==> src/rtl/chg_phase_seq.sv <==
module chg_phase_seq #(
  parameter int TICKS_PER_MIN = 60,
  parameter int FAST_LIMIT    = 18000
) (
  input  logic       clk,
  input  logic       rst_n,
  input  logic       tick,
  input  logic       chg_en,
  input  logic       v_below_dead,
  input  logic       v_below_weak,
  input  logic       v_at_term,
  input  logic       i_below_end,
  input  logic       recharge_req,
  input  logic       fault_clr,
  output logic [2:0] phase,
  output logic       fault,
  output logic       charging
);

  localparam int TRK_LIMIT = 60 * TICKS_PER_MIN;
  localparam int TW = $clog2(TRK_LIMIT + 1);
  localparam int FW = $clog2(FAST_LIMIT + 1);

  typedef enum logic [2:0] {
    S_IDLE  = 3'b000,
    S_TRK   = 3'b001,
    S_CC    = 3'b010,
    S_WEAK  = 3'b011,
    S_CV    = 3'b100,
    S_DONE  = 3'b101,
    S_FAULT = 3'b111
  } state_t;

  state_t state, nxt, pick;
  logic [TW-1:0] trk_cnt;
  logic [FW-1:0] fast_cnt;
  logic trk_exp, fast_exp, in_fast;

  assign in_fast  = (state == S_CC) || (state == S_CV);
  assign trk_exp  = (trk_cnt == TW'(TRK_LIMIT));
  assign fast_exp = (fast_cnt == FW'(FAST_LIMIT));
  assign pick     = v_below_dead ? S_TRK : (v_below_weak ? S_WEAK : S_CC);

  always_comb begin
    nxt = state;
    unique case (state)
      S_IDLE:  if (chg_en) nxt = pick;
      S_TRK: begin
        if (!chg_en)            nxt = S_IDLE;
        else if (!v_below_dead) nxt = v_below_weak ? S_WEAK : S_CC;
        else if (trk_exp)       nxt = S_FAULT;
      end
      S_WEAK: begin
        if (!chg_en)            nxt = S_IDLE;
        else if (v_below_dead)  nxt = S_TRK;
        else if (!v_below_weak) nxt = S_CC;
      end
      S_CC: begin
        if (!chg_en)        nxt = S_IDLE;
        else if (v_at_term) nxt = S_CV;
        else if (fast_exp)  nxt = S_FAULT;
      end
      S_CV: begin
        if (!chg_en)                      nxt = S_IDLE;
        else if (i_below_end || fast_exp) nxt = S_DONE;
      end
      S_DONE: begin
        if (!chg_en)           nxt = S_IDLE;
        else if (recharge_req) nxt = pick;
      end
      S_FAULT: if (fault_clr) nxt = S_IDLE;
      default: nxt = S_IDLE;
    endcase
  end

  always_ff @(posedge clk or negedge rst_n) begin
    if (!rst_n) begin
      state    <= S_IDLE;
      trk_cnt  <= '0;
      fast_cnt <= '0;
    end else begin
      state <= nxt;
      if (state != S_TRK)           trk_cnt <= '0;
      else if (tick && !trk_exp)    trk_cnt <= trk_cnt + 1'b1;
      if (!in_fast)                 fast_cnt <= '0;
      else if (tick && !fast_exp)   fast_cnt <= fast_cnt + 1'b1;
    end
  end

  assign phase    = state;
  assign fault    = (state == S_FAULT);
  assign charging = (state == S_TRK) || (state == S_WEAK) || in_fast;

  p_trk_bound_r4: assert property (@(posedge clk) disable iff (!rst_n)
    trk_cnt <= TW'(TRK_LIMIT));

  p_trk_fault_r4: assert property (@(posedge clk) disable iff (!rst_n)
    (phase == 3'b001 && chg_en && v_below_dead && trk_exp) |=> fault);

  p_cc_to_cv_r5: assert property (@(posedge clk) disable iff (!rst_n)
    (phase == 3'b010 && chg_en && v_at_term) |=> (phase == 3'b100));

  p_fault_src_r6: assert property (@(posedge clk) disable iff (!rst_n)
    $rose(fault) |-> ($past(phase) == 3'b001 || $past(phase) == 3'b010));

  p_cv_clean_r7: assert property (@(posedge clk) disable iff (!rst_n)
    (phase == 3'b100) |=> !fault);

  p_cv_done_r8: assert property (@(posedge clk) disable iff (!rst_n)
    (phase == 3'b100 && chg_en && i_below_end) |=> (phase == 3'b101));

  p_fault_hold_r10: assert property (@(posedge clk) disable iff (!rst_n)
    (fault && !fault_clr) |=> fault);

  p_fault_clr_r10: assert property (@(posedge clk) disable iff (!rst_n)
    (fault && fault_clr) |=> (phase == 3'b000));

  p_disable_r11: assert property (@(posedge clk) disable iff (!rst_n)
    (charging && !chg_en) |=> (phase == 3'b000));

  p_flags_r11: assert property (@(posedge clk) disable iff (!rst_n)
    !(fault && charging));

endmodule

==> config.mk <==
export PLATFORM = sky130hd
export DESIGN_NAME = chg_phase_seq
export DESIGN_NICKNAME = d
export VERILOG_FILES = /design/src/rtl/chg_phase_seq.sv
export SDC_FILE = /design/constraint.sdc
export NUM_CORES = 1
export LEC_CHECK = 0
export BUFFER_PORTS_ARGS = -buffer_cell sky130_fd_sc_hd__buf_2
export CAP_MARGIN = 20
export CORE_UTILIZATION = 53
export CTS_CLUSTER_SIZE = 25
export DETAILED_ROUTE_END_ITERATION = 6
export PLACE_DENSITY = 0.75
export RECOVER_POWER = 50
export SLEW_MARGIN = 20
export SYNTH_ARGS = -nofsm -noshare
export SYNTH_HDL_FRONTEND = slang
export SYNTH_SLANG_ARGS = --single-unit
==> constraint.sdc <==
create_clock -name clk -period 1.8 [get_ports clk]
set_clock_uncertainty 0.15 [all_clocks]
set_input_delay 0.09 -clock clk [delete_from_list [all_inputs] [get_ports clk]]
set_output_delay 0.09 -clock clk [all_outputs]
set_load 0.01 [all_outputs]
Word level (Yosys, flattened, before mapping)
Cells that the tools add are included.

word-level totals
  register bits after elaboration = 30
  input port bits = 10
  output and inout port bits = 5

operators by class
  add/subtract/negate cells = 2
  equality and inequality tests = 17
  muxes and demuxes = 22
  reductions and logical operators = 11

operator list
  cell                     number
  $mux W3                  16
  $mux W15                 2
  $mux W12                 2
  $pmux W3 S7              1
  $add A15 B1 Y15 const B  1
  $eq A15 B15 Y1 const B   1
  $add A12 B1 Y12 const B  1
  $eq A12 B12 Y1 const B   1
  $ne A4 B4 Y1 const B     3
  $eq A3 B3 Y1 const B     3
  $reduce_and A7 Y1        1
  $eq A3 B2 Y1 const B     2
  $logic_or A1 B1 Y1       4
  $ne A2 B2 Y1 const B     2
  $eq A3 B1 Y1 const B     1
  $logic_not A3 Y1         1
  $ne A3 B1 Y1 const B     1
  $ne A3 B2 Y1 const B     1
  $ne A3 B3 Y1 const B     1
  $logic_and A1 B1 Y1      2
  $logic_not A1 Y1         2
  $ne A2 B1 Y1 const B     1
  $reduce_bool A2 Y1       1
  $mux W1                  1

Longest topological paths before layout
  depth in word-level cells = 5
  gate-level depth with buffers = 7

Least setup slack after synthesis
Ideal clock, no wire load.

  kind = register to register
  from = register fast_cnt[0]
  to = register state[0] (netlist: phase[0])
  library setup time = 127 ps
  arrival time = 1,497 ps
  data required time = 1,523 ps
  path slack = 26 ps
  stages on the path, launching flop included = 8
  path buffers = 0
  cells stage by stage = dfrtp_1 inv_1 ha_1 and4bb_2 nand4_2 nand4_1 nand4_2 mux2_1

between the ends
  word-level cells in the longest chain between the ends = 4

RTL lines
  element                                 line  source
  start, declared                         36    logic [FW-1:0] fast_cnt;
  start signal, assigned                  86    else if (tick && !fast_exp) fast_cnt <= fast_cnt + 1'b1;
  $eq A15 B15 Y1 (*)                      41    assign fast_exp = (fast_cnt == FW'(FAST_LIMIT));
  $logic_or A1 B1 Y1                      65    else if (i_below_end || fast_exp) nxt = S_DONE;
  $ne A3 B2 Y1 (no source line)           --
  $reduce_and A7 Y1 (no source line) (*)  --
  end signal, assigned                    82    state <= nxt;
  end, declared                           34    state_t state, nxt, pick;

Every way passes the cells marked *; elsewhere a longest branch is shown, timed or not.
A chain may end at the register's enable or synchronous reset.

Final worst setup path
  from = register fast_cnt[11]
  to = register state[1] (netlist: phase[1])

The elaborated chain is that of the path after synthesis.

==> results.sh <==
export IMPL_status="finished with violations"
export IMPL_violations="setup timing"
export IMPL_final_period_utilization=1.042
export IMPL_final_common_cell="nor2_1"
export IMPL_clockBufferDepth=2
export IMPL_initial_core_util=0.5732
export IMPL_drtAntennaViolNets=0
export IMPL_areaGrowthSynthToFinish_pct=24.22
export IMPL_nets=238
export IMPL_async_flop_share=1.000
export IMPL_viasPerCell=5.729
export IMPL_htree_levels=2
export IMPL_start_kind="flip-flop"
export IMPL_reg2reg_depth=5
export IMPL_cp_required_ns=1.87
export IMPL_final_cell_mix="30 x nor2_1, 29 x dfrtp_1, 17 x buf_4, 14 x xor2_1"
export IMPL_coreArea_sq_mm=0.003128
export IMPL_crit_path_cell_trace="nor4b_4 -> nand4_4 -> nand4_1 -> nand4_4 -> mux2_4"
export IMPL_hold_viol_final=0
export IMPL_antennaDiodeCount=0
export IMPL_rows=20
export IMPL_tritoncts="yes"
export IMPL_grt_start_max_net_pins=31
export IMPL_hpwlAfterDp_mm=2.731
export IMPL_multi_input_area_sq_mm=0.001101
export IMPL_yosys_area_share_xor_xnor=0.1124
export IMPL_antenna_found_initial=0
export IMPL_finalWeightedCongestion=0.8619
export IMPL_drc=0
export IMPL_tightest_slew_ns=0.7756
export IMPL_irDropWorstVdd_v=0.0005226
export IMPL_arrival_ns=1.95
export IMPL_syn_area_per_cell_sq_um=9.387
export IMPL_track_usage=0.2457
export IMPL_min_path_cells=4
export IMPL_path_buf_inv=0
export IMPL_worst_slack_ns=-0.07585
export IMPL_seq_area_sq_um=752.0
export IMPL_fillers=218
export IMPL_yosysUniqueCellTypes=40
export IMPL_synthSimpleGateAreaFrac=0.2945
export IMPL_die_x_um=60.17
export IMPL_overflow=0
export IMPL_cp_top_family="simple AND/OR/NAND/NOR gates"
export IMPL_power_w=0.002171
export IMPL_die_area_sq_mm=0.003620
export IMPL_rsz0062_at_grt="true"
export IMPL_synth_edf_count=0
export IMPL_power_density_mw_per_mm2=974.7
export IMPL_cts_clk_slew_worst_paths_ns=0.10
export IMPL_critPathMaxStageDelay_ns=0.46
export IMPL_r2r_end="phase[1]$_DFFE_PN0P_"
export IMPL_root_buffer="clkbuf_4"
export IMPL_dr_total_vias=1541
export IMPL_synth_compound_area_frac=0.08374
export IMPL_drive_above_1_share=0.2889
export IMPL_slew_violations=0
export IMPL_min_path_type="primary input to flip-flop"
export IMPL_die_h_um=60.17
export IMPL_whs_endpoint="trk_cnt[4]$_DFFE_PN0P_"
export IMPL_cts_buffers=5
export IMPL_critPathKind="flip-flop to flip-flop"
export IMPL_cts_sinks=30
export IMPL_worst_r2r_setup_slack_ns=-0.08
export IMPL_wl_per_cell_um=15.68
export IMPL_pin_count=15
export IMPL_synth_ff_type="dfrtp_1"
export IMPL_slew_headroom=0.4830
export IMPL_cp_slowest_cell="dfrtp_1"
export IMPL_drt_iter0_drc=209
export IMPL_pre_cts_ws_ns=-0.06029
export IMPL_crit_path_max_fanout=4
export IMPL_synthesis_area_sq_mm=0.001793
export IMPL_port_buffers=14
export IMPL_yosysSeqAreaShare=0.4187
export IMPL_drtPass1Iterations=6
export IMPL_final_min_clock_period_ns=1.876
export IMPL_grt_pass1_wl_mm=6.561
export IMPL_rr_startpoint="fast_cnt[11]$_DFFE_PN0P_"
export IMPL_synthAdderAreaFrac=0.02791
export IMPL_setup_viol=2
export IMPL_crit_top_cell="nand4_4"
export IMPL_synth_nets=205
export IMPL_muxShareOfSynthArea=0.02373
export IMPL_hold_start="tick"
export IMPL_fmax_ghz=0.5331
export IMPL_critPathLaunch="fast_cnt[11]$_DFFE_PN0P_"
export IMPL_end_kind="flip-flop"
export IMPL_synth_seq_cells=30
export IMPL_final_util=0.7120
export IMPL_synth_top_family_by_area="simple AND/OR/NAND/NOR gates"
export IMPL_clock_latency_ns=0.33
export IMPL_synthCells=191
export IMPL_grt_pass1_vias=1440
export IMPL_yosysWarnings=0
export IMPL_setup_tns_final_ns=-0.1486
export IMPL_cellLeakagePower_nw=0.9580
export IMPL_drt_total_wl_mm=4.219
export IMPL_maxCapViolCount=0
[cells by family after synthesis]
logic type	after synthesis
compound gates	23
fa+ha+maj	4
xor+xnor	23
mux	4
buf+inv	16
flops	30
simple gates	91
[cells in the mapped netlist (all sizes together) (2+ instances only)]
cell type	n	area [sq um]
a21oi	7	35.03
and3	4	25.02
and4b	2	20.02
buf	6	31.28
clkbuf	2	8.750
dfrtp	30	750.7
ha	4	50.05
inv	8	30.03
mux2	2	22.52
mux2i	2	20.02
nand2	10	37.54
nand2b	6	37.54
nand3	15	75.07
nand4	10	87.59
nor2	30	112.6
nor3	4	25.02
nor4	2	12.51
nor4b	2	47.55
o21ai	3	15.01
o22ai	3	18.77
o32ai	2	17.52
or3	3	18.77
xnor2	8	70.07
xor2	15	131.4
[timing repair]
action | 4_1_cts | 5_1_grt
hold buffers | 2 | 0
hold endpoints to repair | 31 | 0
setup buffers | 2 | 3
setup endpoints to repair | 5 | 14
pin swaps | 4 | 9
gates resized for setup | 9 | 18
[sequential cells by signal, indices dropped and copies added, names as in the netlist]
name	flops
trk_cnt	12
phase	3
fast_cnt	15
[metrics by stage]
step / hold WS, ns / instances / cell area, sq um
floorplan: -0.3556 / 191 / 1793
global placement: -0.004351 / 254 / 1976
detailed placement: 0.01670 / 254 / 1976
CTS: 0.02804 / 266 / 2106
global route: 0.04344 / 269 / 2227
finish: 0.04521 / 269 / 2227
[cell type report]
class	count	area share
repair buffers	34	0.1028
clock buffers	7	0.02472
inverters	8	0.01348
multi-input cells	145	0.4944
well taps	44	0.02472
flip-flops and latches	30	0.3376
clock inverters	1	0.002247
[where the power goes]
group | leakage [nW] | total [W] | switching, W | internal (W)
Combinational | 0.510 | 0.000919 | 0.000476 | 0.000443
Clock | 0.0353 | 0.000429 | 0.000240 | 0.000189
Sequential | 0.413 | 0.000822 | 0.0000939 | 0.000728
Total | 0.958 | 0.00217 | 0.000811 | 0.00136
[routing by layer]
metal | track usage | routed length [um] | vias to the layer above
li1 | - | - | 734
met1 | 0.3105 | 1817 | 747
met2 | 0.4035 | 2100 | 49
met3 | 0.06277 | 203 | 11
met4 | 0.08638 | 98 | 0
met5 | 0 | 0 | -
[worst max path at each step]
| stage | cells after the start | slack, ns | end |
|---|---|---|---|
| floorplan | 7 | 0.03 | phase[0]$_DFFE_PN0P_ |
| detailed placement | 7 | -0.06 | phase[1]$_DFFE_PN0P_ |
| global route | 7 | -0.13 | phase[0]$_DFFE_PN0P_ |
| CTS | 7 | -0.03 | phase[1]$_DFFE_PN0P_ |
| global placement | 7 | 0.06 | phase[0]$_DFFE_PN0P_ |
| finish | 5 | -0.08 | phase[1]$_DFFE_PN0P_ |
[worst min-delay path, stage by stage]
cell and delay, ns:
buf_2 0.15, nand4_1 0.11, xor2_1 0.06, nor2_1 0.08
(Power assumes the default switching activity.)
